$ cat src/rtl/tile_addr_pkg.sv
package tile_addr_pkg;
  typedef enum logic {
    WALK_IDLE = 1'b0,
    WALK_RUN  = 1'b1
  } walk_state_e;

  localparam int UNC_SIDE_LOG2 = 4;  // 16x16 elements per tile
  localparam int BLK_SIDE_LOG2 = 2;  // 4x4 blocks per tile
  localparam int UNC_IDX_W     = 2 * UNC_SIDE_LOG2;
  localparam int BLK_IDX_W     = 2 * BLK_SIDE_LOG2;
endpackage

$ cat src/rtl/tile_swizzle.sv
module tile_swizzle #(
  parameter int PAIRS = 4
) (
  input  logic [PAIRS-1:0]   x_lo_i,
  input  logic [PAIRS-1:0]   y_lo_i,
  output logic [2*PAIRS-1:0] idx_o
);
  // each coordinate bit position yields a pair: low = x^y, high = y
  for (genvar g = 0; g < PAIRS; g++) begin : g_pair
    assign idx_o[2*g]   = x_lo_i[g] ^ y_lo_i[g];
    assign idx_o[2*g+1] = y_lo_i[g];
  end
endmodule

$ cat src/rtl/tile_offset_calc.sv
module tile_offset_calc
  import tile_addr_pkg::*;
#(
  parameter int COORD_W = 12,
  parameter int TPR_W   = 8,
  parameter int BPE_W   = 5,
  parameter int ADDR_W  = 32
) (
  input  logic [COORD_W-1:0] x_i,
  input  logic [COORD_W-1:0] y_i,
  input  logic [TPR_W-1:0]   tpr_i,
  input  logic [ADDR_W-1:0]  base_i,
  input  logic [BPE_W-1:0]   bpe_i,
  input  logic               blk_i,
  output logic [ADDR_W-1:0]  addr_o
);
  logic [UNC_IDX_W-1:0] idx_unc;
  logic [BLK_IDX_W-1:0] idx_blk;
  logic [COORD_W-1:0]   tile_col;
  logic [COORD_W-1:0]   tile_row;
  logic [ADDR_W-1:0]    tile_lin;
  logic [ADDR_W-1:0]    elem_num;
  logic [ADDR_W-1:0]    byte_off;

  tile_swizzle #(.PAIRS(UNC_SIDE_LOG2)) swz_unc_i (
    .x_lo_i(x_i[UNC_SIDE_LOG2-1:0]),
    .y_lo_i(y_i[UNC_SIDE_LOG2-1:0]),
    .idx_o (idx_unc)
  );

  tile_swizzle #(.PAIRS(BLK_SIDE_LOG2)) swz_blk_i (
    .x_lo_i(x_i[BLK_SIDE_LOG2-1:0]),
    .y_lo_i(y_i[BLK_SIDE_LOG2-1:0]),
    .idx_o (idx_blk)
  );

  always_comb begin
    if (blk_i) begin
      tile_col = x_i >> BLK_SIDE_LOG2;
      tile_row = y_i >> BLK_SIDE_LOG2;
    end else begin
      tile_col = x_i >> UNC_SIDE_LOG2;
      tile_row = y_i >> UNC_SIDE_LOG2;
    end
    tile_lin = ADDR_W'(tile_row) * ADDR_W'(tpr_i) + ADDR_W'(tile_col);
    if (blk_i) elem_num = (tile_lin << BLK_IDX_W) | ADDR_W'(idx_blk);
    else       elem_num = (tile_lin << UNC_IDX_W) | ADDR_W'(idx_unc);
    byte_off = elem_num * ADDR_W'(bpe_i);
    addr_o   = base_i + byte_off;
  end
endmodule

$ cat src/rtl/rect_walker.sv
module rect_walker
  import tile_addr_pkg::*;
#(
  parameter int COORD_W = 12
) (
  input  logic               clk,
  input  logic               rst_n,
  input  logic               start_i,
  input  logic [COORD_W-1:0] x0_i,
  input  logic [COORD_W-1:0] y0_i,
  input  logic [COORD_W-1:0] x1_i,
  input  logic [COORD_W-1:0] y1_i,
  input  logic               ready_i,
  output logic               launch_o,
  output logic               valid_o,
  output logic               done_o,
  output logic [COORD_W-1:0] x_o,
  output logic [COORD_W-1:0] y_o
);
  walk_state_e        state_q, state_d;
  logic [COORD_W-1:0] x_q, x_d, y_q, y_d;
  logic [COORD_W-1:0] xs_q, xe_q, ye_q;
  logic               done_q, done_d;
  logic               accept, last_x, last_y, step_en;

  assign valid_o  = (state_q == WALK_RUN);
  assign launch_o = (state_q == WALK_IDLE) && start_i;
  assign accept   = valid_o && ready_i;
  assign last_x   = (x_q == xe_q);
  assign last_y   = (y_q == ye_q);
  assign step_en  = launch_o || accept;

  always_comb begin
    state_d = state_q;
    x_d     = x_q;
    y_d     = y_q;
    done_d  = 1'b0;
    if (launch_o) begin
      state_d = WALK_RUN;
      x_d     = x0_i;
      y_d     = y0_i;
    end else if (accept) begin
      if (!last_x) begin
        x_d = x_q + 1'b1;
      end else if (!last_y) begin
        x_d = xs_q;
        y_d = y_q + 1'b1;
      end else begin
        state_d = WALK_IDLE;
        done_d  = 1'b1;
      end
    end
  end

  always_ff @(posedge clk or negedge rst_n) begin
    if (!rst_n) begin
      state_q <= WALK_IDLE;
      done_q  <= 1'b0;
    end else begin
      state_q <= state_d;
      done_q  <= done_d;
    end
  end

  always_ff @(posedge clk or negedge rst_n) begin
    if (!rst_n) begin
      x_q <= '0;
      y_q <= '0;
    end else if (step_en) begin
      x_q <= x_d;
      y_q <= y_d;
    end
  end

  always_ff @(posedge clk or negedge rst_n) begin
    if (!rst_n) begin
      xs_q <= '0;
      xe_q <= '0;
      ye_q <= '0;
    end else if (launch_o) begin
      xs_q <= x0_i;
      xe_q <= x1_i;
      ye_q <= y1_i;
    end
  end

  assign done_o = done_q;
  assign x_o    = x_q;
  assign y_o    = y_q;
endmodule

$ cat src/rtl/tile_addr_gen.sv
module tile_addr_gen
  import tile_addr_pkg::*;
#(
  parameter int COORD_W = 12,
  parameter int TPR_W   = 8,
  parameter int BPE_W   = 5,
  parameter int ADDR_W  = 32
) (
  input  logic               clk,
  input  logic               rst_n,
  input  logic               start_i,
  input  logic [TPR_W-1:0]   cfg_tiles_per_row_i,
  input  logic [ADDR_W-1:0]  cfg_base_i,
  input  logic [BPE_W-1:0]   cfg_bpe_i,
  input  logic               cfg_blk_mode_i,
  input  logic [COORD_W-1:0] rect_x0_i,
  input  logic [COORD_W-1:0] rect_y0_i,
  input  logic [COORD_W-1:0] rect_x1_i,
  input  logic [COORD_W-1:0] rect_y1_i,
  output logic [ADDR_W-1:0]  addr_o,
  output logic               addr_valid_o,
  input  logic               addr_ready_i,
  output logic               done_o
);
  logic               launch;
  logic [COORD_W-1:0] cur_x, cur_y;
  logic [TPR_W-1:0]   tpr_q;
  logic [ADDR_W-1:0]  base_q;
  logic [BPE_W-1:0]   bpe_q;
  logic               blk_q;

  rect_walker #(.COORD_W(COORD_W)) walker_i (
    .clk     (clk),
    .rst_n   (rst_n),
    .start_i (start_i),
    .x0_i    (rect_x0_i),
    .y0_i    (rect_y0_i),
    .x1_i    (rect_x1_i),
    .y1_i    (rect_y1_i),
    .ready_i (addr_ready_i),
    .launch_o(launch),
    .valid_o (addr_valid_o),
    .done_o  (done_o),
    .x_o     (cur_x),
    .y_o     (cur_y)
  );

  // settings captured once per walk (clock enable = launch)
  always_ff @(posedge clk or negedge rst_n) begin
    if (!rst_n) begin
      tpr_q  <= '0;
      base_q <= '0;
      bpe_q  <= '0;
      blk_q  <= 1'b0;
    end else if (launch) begin
      tpr_q  <= cfg_tiles_per_row_i;
      base_q <= cfg_base_i;
      bpe_q  <= cfg_bpe_i;
      blk_q  <= cfg_blk_mode_i;
    end
  end

  tile_offset_calc #(
    .COORD_W(COORD_W), .TPR_W(TPR_W), .BPE_W(BPE_W), .ADDR_W(ADDR_W)
  ) calc_i (
    .x_i   (cur_x),
    .y_i   (cur_y),
    .tpr_i (tpr_q),
    .base_i(base_q),
    .bpe_i (bpe_q),
    .blk_i (blk_q),
    .addr_o(addr_o)
  );
endmodule

$ cat config.mk
export PLATFORM = sky130hd
export DESIGN_NAME = tile_addr_gen
export DESIGN_NICKNAME = d
export VERILOG_FILES = /design/src/rtl/tile_addr_pkg.sv /design/src/rtl/tile_swizzle.sv /design/src/rtl/tile_offset_calc.sv /design/src/rtl/rect_walker.sv /design/src/rtl/tile_addr_gen.sv
export SDC_FILE = /design/constraint.sdc
export NUM_CORES = 1
export LEC_CHECK = 0
export BUFFER_PORTS_ARGS = -buffer_cell sky130_fd_sc_hd__buf_4
export CAP_MARGIN = 5
export CORE_AREA = 2 2 171 173
export CTS_BUF_LIST = sky130_fd_sc_hd__clkbuf_2 sky130_fd_sc_hd__clkbuf_4 sky130_fd_sc_hd__clkbuf_8
export DETAILED_ROUTE_END_ITERATION = 10
export DIE_AREA = 0 0 173 175
export GPL_TIMING_DRIVEN = 1
export PLACE_DENSITY = 0.77
export SYNTH_ARGS = -nofsm -noshare
export SYNTH_HDL_FRONTEND = slang
export SYNTH_HIERARCHICAL = 1
export SYNTH_SLANG_ARGS = --single-unit
export TNS_END_PERCENT = 100
$ cat constraint.sdc
create_clock -name clk -period 21.8 [get_ports clk]
set_input_delay 1.09 -clock clk [delete_from_list [all_inputs] [get_ports clk]]
set_output_delay 1.09 -clock clk [all_outputs]
set_load 0.05 [all_outputs]
# --- After elaboration in Yosys (flattened, before gate mapping) ---
# Index checks and enable logic that the tools add are counted.
# W data, S select, Z words.
word_totals:
  mem_count: 0
  rom_bits: 0
  inputBits: 98
  latchBits: 0
  ff_bits: 108
  ramBits: 0
  wordCells: 56
  out_inout_bits: 34
classes:
  add_sub_neg: 4
  muxes: 19
  div_mod_pow: 0
  n_bitwise: 7
  shift: 0
  multipliers: 2
  eq_ne: 4
  order_cmp: 0
  reduce_logical: 9
ops:
  columns: ["op", "count"]
  rows:
  - ["$mux W12", 8]
  - ["$add A32 B32 Y32", 1]
  - ["$mul A32 B5 Y32", 1]
  - ["$mux W32", 1]
  - ["$or A32 B4 Y32", 1]
  - ["$or A32 B8 Y32", 1]
  - ["$add A12 B1 Y12 const B", 2]
  - ["$eq A12 B12 Y1", 2]
  - ["$add A20 B12 Y21", 1]
  - ["$mul A12 B8 Y20", 1]
  - ["$mux W10", 2]
  - ["$mux W1", 8]
  - ["$reduce_and A3 Y1", 2]
  - ["$reduce_bool A2 Y1", 3]
  - ["$reduce_and A4 Y1", 1]
  - ["$xor A1 B1 Y1", 4]
  - ["$ne A3 B2 Y1 const B", 1]
  - ["$logic_and A1 B1 Y1", 2]
  - ["$ne A2 B1 Y1 const B", 1]
  - ["$logic_or A1 B1 Y1", 1]
  - ["$not A1 Y1", 1]

# --- Logic depth before layout (Yosys ltp) ---
# Gate-level depths: netlist (run 1).
depth:
  word_depth: 7
  ltp_mapped: 32
  ltp_nobuf: 30

# --- Cells and area by module ---
# Netlist (run 1), hierarchy kept.
by_module_without_submodules:
  columns: ["module", "n_inst", "area_each_um2", "cells_per_inst", "seq_area_each_um2"]
  rows:
  - ["tile_offset_calc", 1, 9038.7, 1122, 0.0]
  - ["rect_walker", 1, 3276.9, 378, 1551.5]
  - ["tile_addr_gen", 1, 1910.6, 97, 1151.1]
  - ["tile_swizzle (calc_i.swz_unc_i)", 1, 65.1, 8, 0.0]
  - ["tile_swizzle (calc_i.swz_blk_i)", 1, 32.5, 4, 0.0]

# --- Worst setup path after synthesis (run 1) ---
# Ideal clock, no wire load.
synth_path:
  path_type: "reg-to-output"
  from: "register blk_q"
  to: "output addr_o[30]"
  path_buffers: 4
  setup_slack_ps: 11256
  t_arrival_ps: 9454
  required_time_ps: 20710
  path_stages_with_launch: 32
  cell_sequence: "dfrtp_1 -> buf_2 -> buf_1 -> buf_1 -> mux2i_1 -> fa_1 -> inv_1 -> fa_1 -> fa_1 -> inv_1 -> fa_1 -> inv_1 -> ha_1 -> a21o_1 -> a22oi_1 -> a211oi_1 -> o21a_1 -> nor3_1 -> nor3b_1 -> fa_1 -> inv_1 -> fa_1 -> fa_1 -> inv_1 -> ha_1 -> clkbuf_1 -> a21o_1 -> a21o_1 -> a21oi_1 -> mux2_2 -> a31o_2 -> a211oi_1"
synth_between:
  elab_chain_cells: 7
  word_cells_on_any_way: 9
  cone_classes: "add/sub: 2; mul: 2; mux: 3; bitwise: 2"
synth_rtl:
  columns: ["element", "line", "rtl"]
  rows:
  - ["from (decl)", "tile_addr_gen.sv:30", "logic blk_q;"]
  - ["from (signal assigned)", "tile_addr_gen.sv:59", "blk_q <= cfg_blk_mode_i;"]
  - ["$mux W10", "tile_offset_calc.sv:38", "if (blk_i) begin"]
  - ["$mul A12 B8 Y20", "tile_offset_calc.sv:45", "tile_lin = ADDR_W'(tile_row) * ADDR_W'(tpr_i) + ADDR_W'(tile_col);"]
  - ["$add A20 B12 Y21", "tile_offset_calc.sv:45", null]
  - ["$or A32 B4 Y32 / $or A32 B8 Y32 (equally long branches)", "tile_offset_calc.sv:46, tile_offset_calc.sv:47", null]
  - ["$mux W32 *", "tile_offset_calc.sv:46", "if (blk_i) elem_num = (tile_lin << BLK_IDX_W) | ADDR_W'(idx_blk);"]
  - ["$mul A32 B5 Y32 *", "tile_offset_calc.sv:48", "byte_off = elem_num * ADDR_W'(bpe_i);"]
  - ["$add A32 B32 Y32 *", "tile_offset_calc.sv:49", "addr_o = base_i + byte_off;"]
  - ["to (decl)", "tile_addr_gen.sv:20", "output logic [ADDR_W-1:0] addr_o,"]
# Every way passes the cells marked *; elsewhere a longest branch is shown, timed or not.

# --- Worst setup path in the final report (run 1) ---
# Ends and elaborated chain as after synthesis.

==> implementation parameters, run 1 <==
Parameter                              Value

Status
  Result of the run ... complete, no violations

Placed design
  Detail Placement HPWL ... 27600 um
  Number of I/O port buffers ... between 100 and 150
  Weighted congestion at the end of routability-driven global placement ... a little over 0.9

Synthesis
  Cell types with the highest counts after synthesis ... sky130_fd_sc_hd__nand2_1 (237), sky130_fd_sc_hd__inv_1 (212), sky130_fd_sc_hd__fa_1 (163), sky130_fd_sc_hd__dfrtp_1 (108), sky130_fd_sc_hd__nor2_1 (94)
  Number of synthesis warnings ... 6
  Avg Inst Size Synth ... roughly 8.9 um2
  Library cell with the highest instance count after synthesis ... sky130_fd_sc_hd__nand2_1
  Synth Register Bits ... roughly 110
  Cell types occupying the most area after synthesis ... sky130_fd_sc_hd__fa_1 (23%), sky130_fd_sc_hd__dfrtp_1 (19%), sky130_fd_sc_hd__ha_1 (7.3%)
  Number of library cell types mapped by synthesis ... 81
  Post-synthesis cell count ... approximately 1.6k
  Area share of the largest cell type after synthesis ... 0.228
  Post-synthesis async set-or-reset flop share ... 1.00
  Post-synth net total ... slightly below 2k
  Sequential share of the synthesized area ... 0.189
  Post-synth top flop ... sky130_fd_sc_hd__dfrtp_1
  Library cell occupying the most area in the post-synthesis netlist ... sky130_fd_sc_hd__fa_1
  Post-synthesis cell area ... roughly 14000 um2
  Number of flops mapped to enable cells by yosys ... 0

GRT
  Maximum number of pins on one net before global-route repair ... 77
  Number of global-route vias before repair ... 11.9k
  Wire length of the first global-routing pass ... ~59000 um
  Initial antenna violation count ... 0
  Global-route usage over all layers ... 0.237
  Grt total ovfl ... 0

Setup path
  Path length in cells of the critical path ... 31
  Worst EP arrival ... ~9.9 ns
  CP Data Required Time ... 20.71 ns
  Reg2reg end ... walker_i/x_o[1]
  Critical path endpoint ... addr_o[30]
  Kind of critical path ... reg2out
  Library cell contributing the largest single delay on the critical path ... sky130_fd_sc_hd__buf_4
  Top cell family by delay on the critical path ... adder cells
  Cell with the most instances on the worst path ... sky130_fd_sc_hd__fa_1
  Crit start category ... flop
  Internal reg-to-reg setup slack ... 18.38 ns
  Worst stage delay on the critical path ... 0.65 ns
  Critical path peak fanout ... 76
  Worst setup startpoint ... blk_q
  Startpoint of the worst register-to-register path ... walker_i/valid_o
  Cell depth of the worst flop-to-flop path ... 8
  Sort of element at the end of the critical path ... output port
  Worst path buffer plus inverter count ... 8

Timing
  Max_slew headroom ... 0.358
  Setup tns final ... 0 ns
  Total of endpoints with negative setup slack in the final report ... 0
  Unrepaired setup endpoints after global routing ... false
  Post-layout minimum cycle time ... between 10 and 15 ns
  Final Hold Viols ... 0
  Highest Clock Rate ... approximately 0.09 GHz
  Max Slew Vio Count ... 0
  Worst-margin pin slew ... 0.964 ns
  Final critical-path share of the clock period ... 0.505
  Worst-case clock skew ... between 0.02 and 0.03 ns

Route
  Antenna Violating Nets Remaining ... 0
  Via density ... about 5.6
  Number of optimization iterations in the first detailed-route pass ... 5
  Total routed wirelength ... approximately 35000 um
  Vias after detailed routing ... around 12k
  Post-DR wirelength/cell ... about 17 um
  Iter 0 DRT Violations ... a little over 900
  DRC violations left ... 0

CTS
  Count of clock tree sinks ... 108
  Cell at the root of the clock tree ... sky130_fd_sc_hd__clkbuf_8
  PostCTS Resize Cnt ... 0
  TritonCTS clock tree ... yes
  Clock Tree Buf Depth ... 2
  Number of buffers created by CTS ... 9
  Clock latency of the later-clocked register in the worst-skew pair ... between 0.4 and 0.5 ns
  H-tree levels ... 3
  Hold-fix buffer count after cts ... 0
  Clock transition at the register clock pins on the worst setup and hold paths after CTS ... approximately 0.11 ns
  Count of buffers added by post-CTS timing repair for setup ... 0

Final layout
  Final antenna diode count ... 0
  Proportion of layout cells with a drive suffix above 1 ... 0.149
  Fill cell total of the finished layout ... ~2.6k
  Post-synthesis to final-layout area growth ... 9.22%
  Net count of the finished layout ... between 2k and 2.5k
  Final core utilization ... 0.551

Run
  Number of violations of the max-capacitance limit ... 0

Floorplan
  Number of top-level pins ... around 130
  Number of standard-cell rows in the floorplan ... 62
  Core area ... between 20000 and 30000 um2
  Initial Utilization ... 0.504
  Height of the chip ... roughly 180 um
  Die ar. ... about 30000 um2
  Die span in x ... 173 um

Min path
  Min-delay worst type ... reg2reg
  Worst hold path cell count ... 2
  Worst hold start ... walker_i/xs_q[2]
[through the flow]
step           cell area [um2]  hold slack [ns]  std cells  worst slack, ns
6_report                 15600            0.474       2074            10.79
5_1_grt                  15600            0.503       2074            10.29
4_1_cts                  15600            0.474       2074            10.86
3_5_place_dp             15400            0.449       2058            11.35
3_3_place_gp             15400            0.443       2058            11.51
2_1_floorplan            14300            0.432       1609            11.26
[worst register-to-register path, delay by kind of cell, from the launching register on]
family	cells	cell delay (ns)
and+or+nand+nor	1	0.20
AOI/OAI and AO/OA	2	0.38
DFF	1	0.48
buffers and inverters	4	1.86
muxes	1	0.37
[kinds of logic (layout without fill, tap and decap cells)]
group,count (synthesis),count (layout),synth area share
and+or+nand+nor,552,552,0.183
buffers and inverters,291,372,0.0854
AOI/OAI and AO/OA,254,254,0.121
adders and majority gates,246,246,0.300
DFF,108,108,0.189
muxes,83,83,0.0743
xor gates and xnor gates,75,75,0.0474
[layout make-up]
cell class,instances,area (um2),area share
Multi-Input combinational cell,1210,10400,0.665
Sequential cell,108,2700,0.173
Timing Repair Buffer,139,1040,0.0667
Inverter,217,817,0.0522
Tap cell,384,480,0.0307
Clock buffer,10,138,0.00880
Clock inverter,6,62.6,0.00400
[how the worst min path moves through the flow]
stage / endpoint / slack, ns
after global placement: walker_i/xs_q[8] / 0.44
final: walker_i/xs_q[2] / 0.47
after detailed placement: walker_i/xs_q[2] / 0.45
after CTS: walker_i/xs_q[2] / 0.47
after floorplan: walker_i/xs_q[2] / 0.43
after global routing: walker_i/xs_q[10] / 0.50
[state kept, by name, indices dropped and copies added (netlist names)]
| register | count |
|---|---|
| walker_i/done_o | 1 |
| base_q | 32 |
| walker_i/xs_q | 12 |
| walker_i/x_o | 12 |
| walker_i/xe_q | 12 |
| bpe_q | 5 |
| blk_q | 1 |
| walker_i/y_o | 12 |
| walker_i/ye_q | 12 |
| tpr_q | 8 |
| walker_i/valid_o | 1 |
[cell usage in the layout (no fill, tap or decap), types with 6 or more instances in the layout]
cell,netlist,routed
sky130_fd_sc_hd__nand2_1,237,237
sky130_fd_sc_hd__inv_1,212,211
sky130_fd_sc_hd__fa_1,163,163
sky130_fd_sc_hd__buf_4,6,139
sky130_fd_sc_hd__dfrtp_1,108,107
sky130_fd_sc_hd__nor2_1,94,94
sky130_fd_sc_hd__ha_1,83,83
sky130_fd_sc_hd__a21oi_1,68,68
sky130_fd_sc_hd__and2_1,60,60
sky130_fd_sc_hd__xnor2_1,41,41
sky130_fd_sc_hd__mux2_4,40,40
sky130_fd_sc_hd__nand3_1,39,39
sky130_fd_sc_hd__xor2_1,31,31
sky130_fd_sc_hd__a21o_1,29,29
sky130_fd_sc_hd__mux2_2,27,27
sky130_fd_sc_hd__o21ai_0,26,26
sky130_fd_sc_hd__a31oi_1,24,24
sky130_fd_sc_hd__nand4_1,22,22
sky130_fd_sc_hd__and3_1,20,20
sky130_fd_sc_hd__nor3_1,18,18
sky130_fd_sc_hd__mux2i_1,16,16
sky130_fd_sc_hd__or3_1,11,11
sky130_fd_sc_hd__nand2b_1,11,10
sky130_fd_sc_hd__a211oi_1,10,10
sky130_fd_sc_hd__clkbuf_8,0,10
sky130_fd_sc_hd__o211ai_1,9,9
sky130_fd_sc_hd__o21ai_1,8,8
sky130_fd_sc_hd__nor2b_1,7,7
sky130_fd_sc_hd__o21bai_1,7,7
sky130_fd_sc_hd__nor3b_1,7,7
sky130_fd_sc_hd__a211o_1,7,7
sky130_fd_sc_hd__o22ai_1,7,7
sky130_fd_sc_hd__a22oi_1,6,6
[per-layer routing]
metal / track usage / vias up / wire (um)
met1: 0.313 / 5739 / 15300
met5: 0 / - / 0
li1: - / 5461 / -
met3: 0.0374 / 52 / 2260
met4: 0.0593 / 0 / 759
met2: 0.407 / 422 / 16500
Power of run 1 is not shown: default switching activity piles up to over one toggle a cycle in this logic, so the estimate is an artifact.
==> inputs of run 2 (changes only) <==
- clock period: 21.8 -> 11.2 ns (I/O delays scaled with it)
==> run 2 against run 1 <==
Core utilization about the same. Worst setup slack worse by 10 ns. Non-clock buffer count unchanged. Register-to-register slack worse by 11 ns. Via count up 0.41%. Critical path depth down 1. Die area unchanged. Clock skew down 0.0030 ns. First-iteration DRC count down 16%. Wire length up 1.6%.
==> implementation parameters, run 2 (synthesis gave the netlist of run 1 again) <==
Parameter                              Value

Status
  Result of the run ... complete, no violations

CTS
  TritonCTS clock tree ... yes
  Clock latency of the later-clocked register in the worst-skew pair ... 0.43 ns (+0.02 ns)
  Count of clock tree sinks ... 108 (unchanged)
  Hold-fix buffer count after cts ... 0 (unchanged)
  PostCTS Resize Cnt ... 0 (unchanged)
  H-tree levels ... 3 (unchanged)
  Cell at the root of the clock tree ... sky130_fd_sc_hd__clkbuf_8
  Count of buffers added by post-CTS timing repair for setup ... 0 (unchanged)
  Clock Tree Buf Depth ... 2 (unchanged)
  Number of buffers created by CTS ... 9 (unchanged)
  Clock transition at the register clock pins on the worst setup and hold paths after CTS ... 0.13 ns (+0.02 ns)

Setup path
  Kind of critical path ... reg2out
  Top cell family by delay on the critical path ... adder cells
  Library cell contributing the largest single delay on the critical path ... sky130_fd_sc_hd__dfrtp_2
  Worst path buffer plus inverter count ... 7 (-1)
  Cell with the most instances on the worst path ... sky130_fd_sc_hd__fa_1
  Sort of element at the end of the critical path ... output port
  Critical path peak fanout ... 49 (-36%)
  Worst stage delay on the critical path ... 0.96 ns (+0.31 ns)
  Crit start category ... flop
  CP Data Required Time ... 10.64 ns (-10.07 ns)
  Worst EP arrival ... 9.92 ns (about the same)

Timing
  Smallest setup slack after layout ... 0.719 ns (-10.07 ns)
  Worst-case clock skew ... 0.0243 ns (-0.00296 ns)
  Highest Clock Rate ... 0.0954 GHz
  Min Hold Slack ... 0.0978 ns (-0.376 ns)
  Final critical-path share of the clock period ... 0.936
  Unrepaired setup endpoints after global routing ... false
  Max_slew headroom ... 0.371 (+0.0136)
  Setup tns final ... 0 ns (unchanged)
  Max Slew Vio Count ... 0 (unchanged)
  Final Hold Viols ... 0 (unchanged)
  Post-layout minimum cycle time ... about 10 ns
  Total of endpoints with negative setup slack in the final report ... 0 (unchanged)
  Worst-margin pin slew ... 0.943 ns (-0.0204 ns)

Final layout
  Final antenna diode count ... 0 (unchanged)
  Most flops, register ... base_q
  Net count of the finished layout ... 2029 (unchanged)
  Most frequent standard cell in the layout excluding fill and tap cells ... sky130_fd_sc_hd__nand2_1
  Commonest non-fill, non-tap cells in the layout ... sky130_fd_sc_hd__nand2_1 (237), sky130_fd_sc_hd__inv_1 (211), sky130_fd_sc_hd__fa_1 (163), sky130_fd_sc_hd__buf_4 (139), sky130_fd_sc_hd__dfrtp_1 (107)
  Proportion of layout cells with a drive suffix above 1 ... 0.149 (unchanged)
  Number of flip-flops under the largest register name ... 32 (unchanged)
  Post-synthesis to final-layout area growth ... 9.29% (about the same)

Route
  Vias after detailed routing ... 11.7k (+0.41%)
  DRC violations left ... 0 (unchanged)
  Post-DR wirelength/cell ... 17.0 um (+1.6%)
  Antenna Violating Nets Remaining ... 0 (unchanged)
  Number of optimization iterations in the first detailed-route pass ... 6 (+1)
  Iter 0 DRT Violations ... 773 (-16%)
  Total routed wirelength ... 35300 um (+1.6%)
  Via density ... 5.65 (+0.41%)

Placed design
  Detail Placement HPWL ... 28000 um (+1.3%)
  Setup slack at placement ... 1.26 ns (-10.08 ns)
  Weighted congestion at the end of routability-driven global placement ... 0.897 (-0.99%)
  Number of I/O port buffers ... 131 (unchanged)

Floorplan
  Initial Utilization ... 0.504 (unchanged)
  Height of the chip ... 175 um (unchanged)
  Number of top-level pins ... 132 (unchanged)
  Core area ... 28400 um2 (unchanged)
  Die ar. ... 30300 um2 (unchanged)
  Die span in x ... 173 um (unchanged)
  Number of standard-cell rows in the floorplan ... 62 (unchanged)

Run
  Number of violations of the max-capacitance limit ... 0 (unchanged)

GRT
  Maximum number of pins on one net before global-route repair ... 76 (-1.3%)
  Grt total ovfl ... 0 (unchanged)
  Wire length of the first global-routing pass ... 59800 um (+1.8%)
  Initial antenna violation count ... 1 (+1)
  Number of global-route vias before repair ... 12.3k (+2.6%)
  Global-route usage over all layers ... 0.242 (+0.00527)

Min path
  Min-delay worst type ... in2async
run 2: stage by stage:
step                area, um2  std cells   util
floorplan               14300       1609      -
global placement        15400       2058  0.544
detailed placement      15400       2058  0.544
CTS                     15700       2074  0.551
global route            15700       2074  0.551
finish                  15700       2074  0.551
run 2: worst register-to-register path, stage by stage, from the launching register on:
cell                       delay, ns
sky130_fd_sc_hd__dfrtp_1        0.47
sky130_fd_sc_hd__nand2b_2       0.20
sky130_fd_sc_hd__buf_4          0.33
sky130_fd_sc_hd__inv_4          0.50
sky130_fd_sc_hd__buf_4          0.78
sky130_fd_sc_hd__a21oi_1        0.15
sky130_fd_sc_hd__a31oi_1        0.19
sky130_fd_sc_hd__buf_4          0.27
sky130_fd_sc_hd__mux2_2         0.36
run 2: path summary, 6_finish.rpt:
kind                                     end  slack, ns             start  depth (start not counted)
max                               addr_o[30]       0.72             blk_q                         30
max in group asynchronous              blk_q       9.72             rst_n                          2
min                                base_q[4]        0.1             rst_n                          1
min in group clk           walker_i/ye_q[10]       0.31     rect_y1_i[10]                          3
min reg2reg                 walker_i/xs_q[5]       0.48  walker_i/xs_q[5]                          2
max reg2reg                  walker_i/x_o[1]       7.84  walker_i/valid_o                          8
run 2: layout make-up:
type	instances	area (um2)
repair buffers	139	1040
inverters	217	817
flip-flops and latches	108	2700
clock inverters	7	85.1
multi-input cells	1210	10400
clock buffers	9	124
fillers	2606	12700
well taps	384	480
run 2: layer usage:
metal | wire [um] | track usage | up-vias
met5 | 0 | 0 | -
met4 | 733 | 0.0749 | 0
met3 | 2250 | 0.0385 | 58
met2 | 16900 | 0.413 | 436
met1 | 15400 | 0.317 | 5762
li1 | - | - | 5466
Power of run 2 is left out for the same reason.
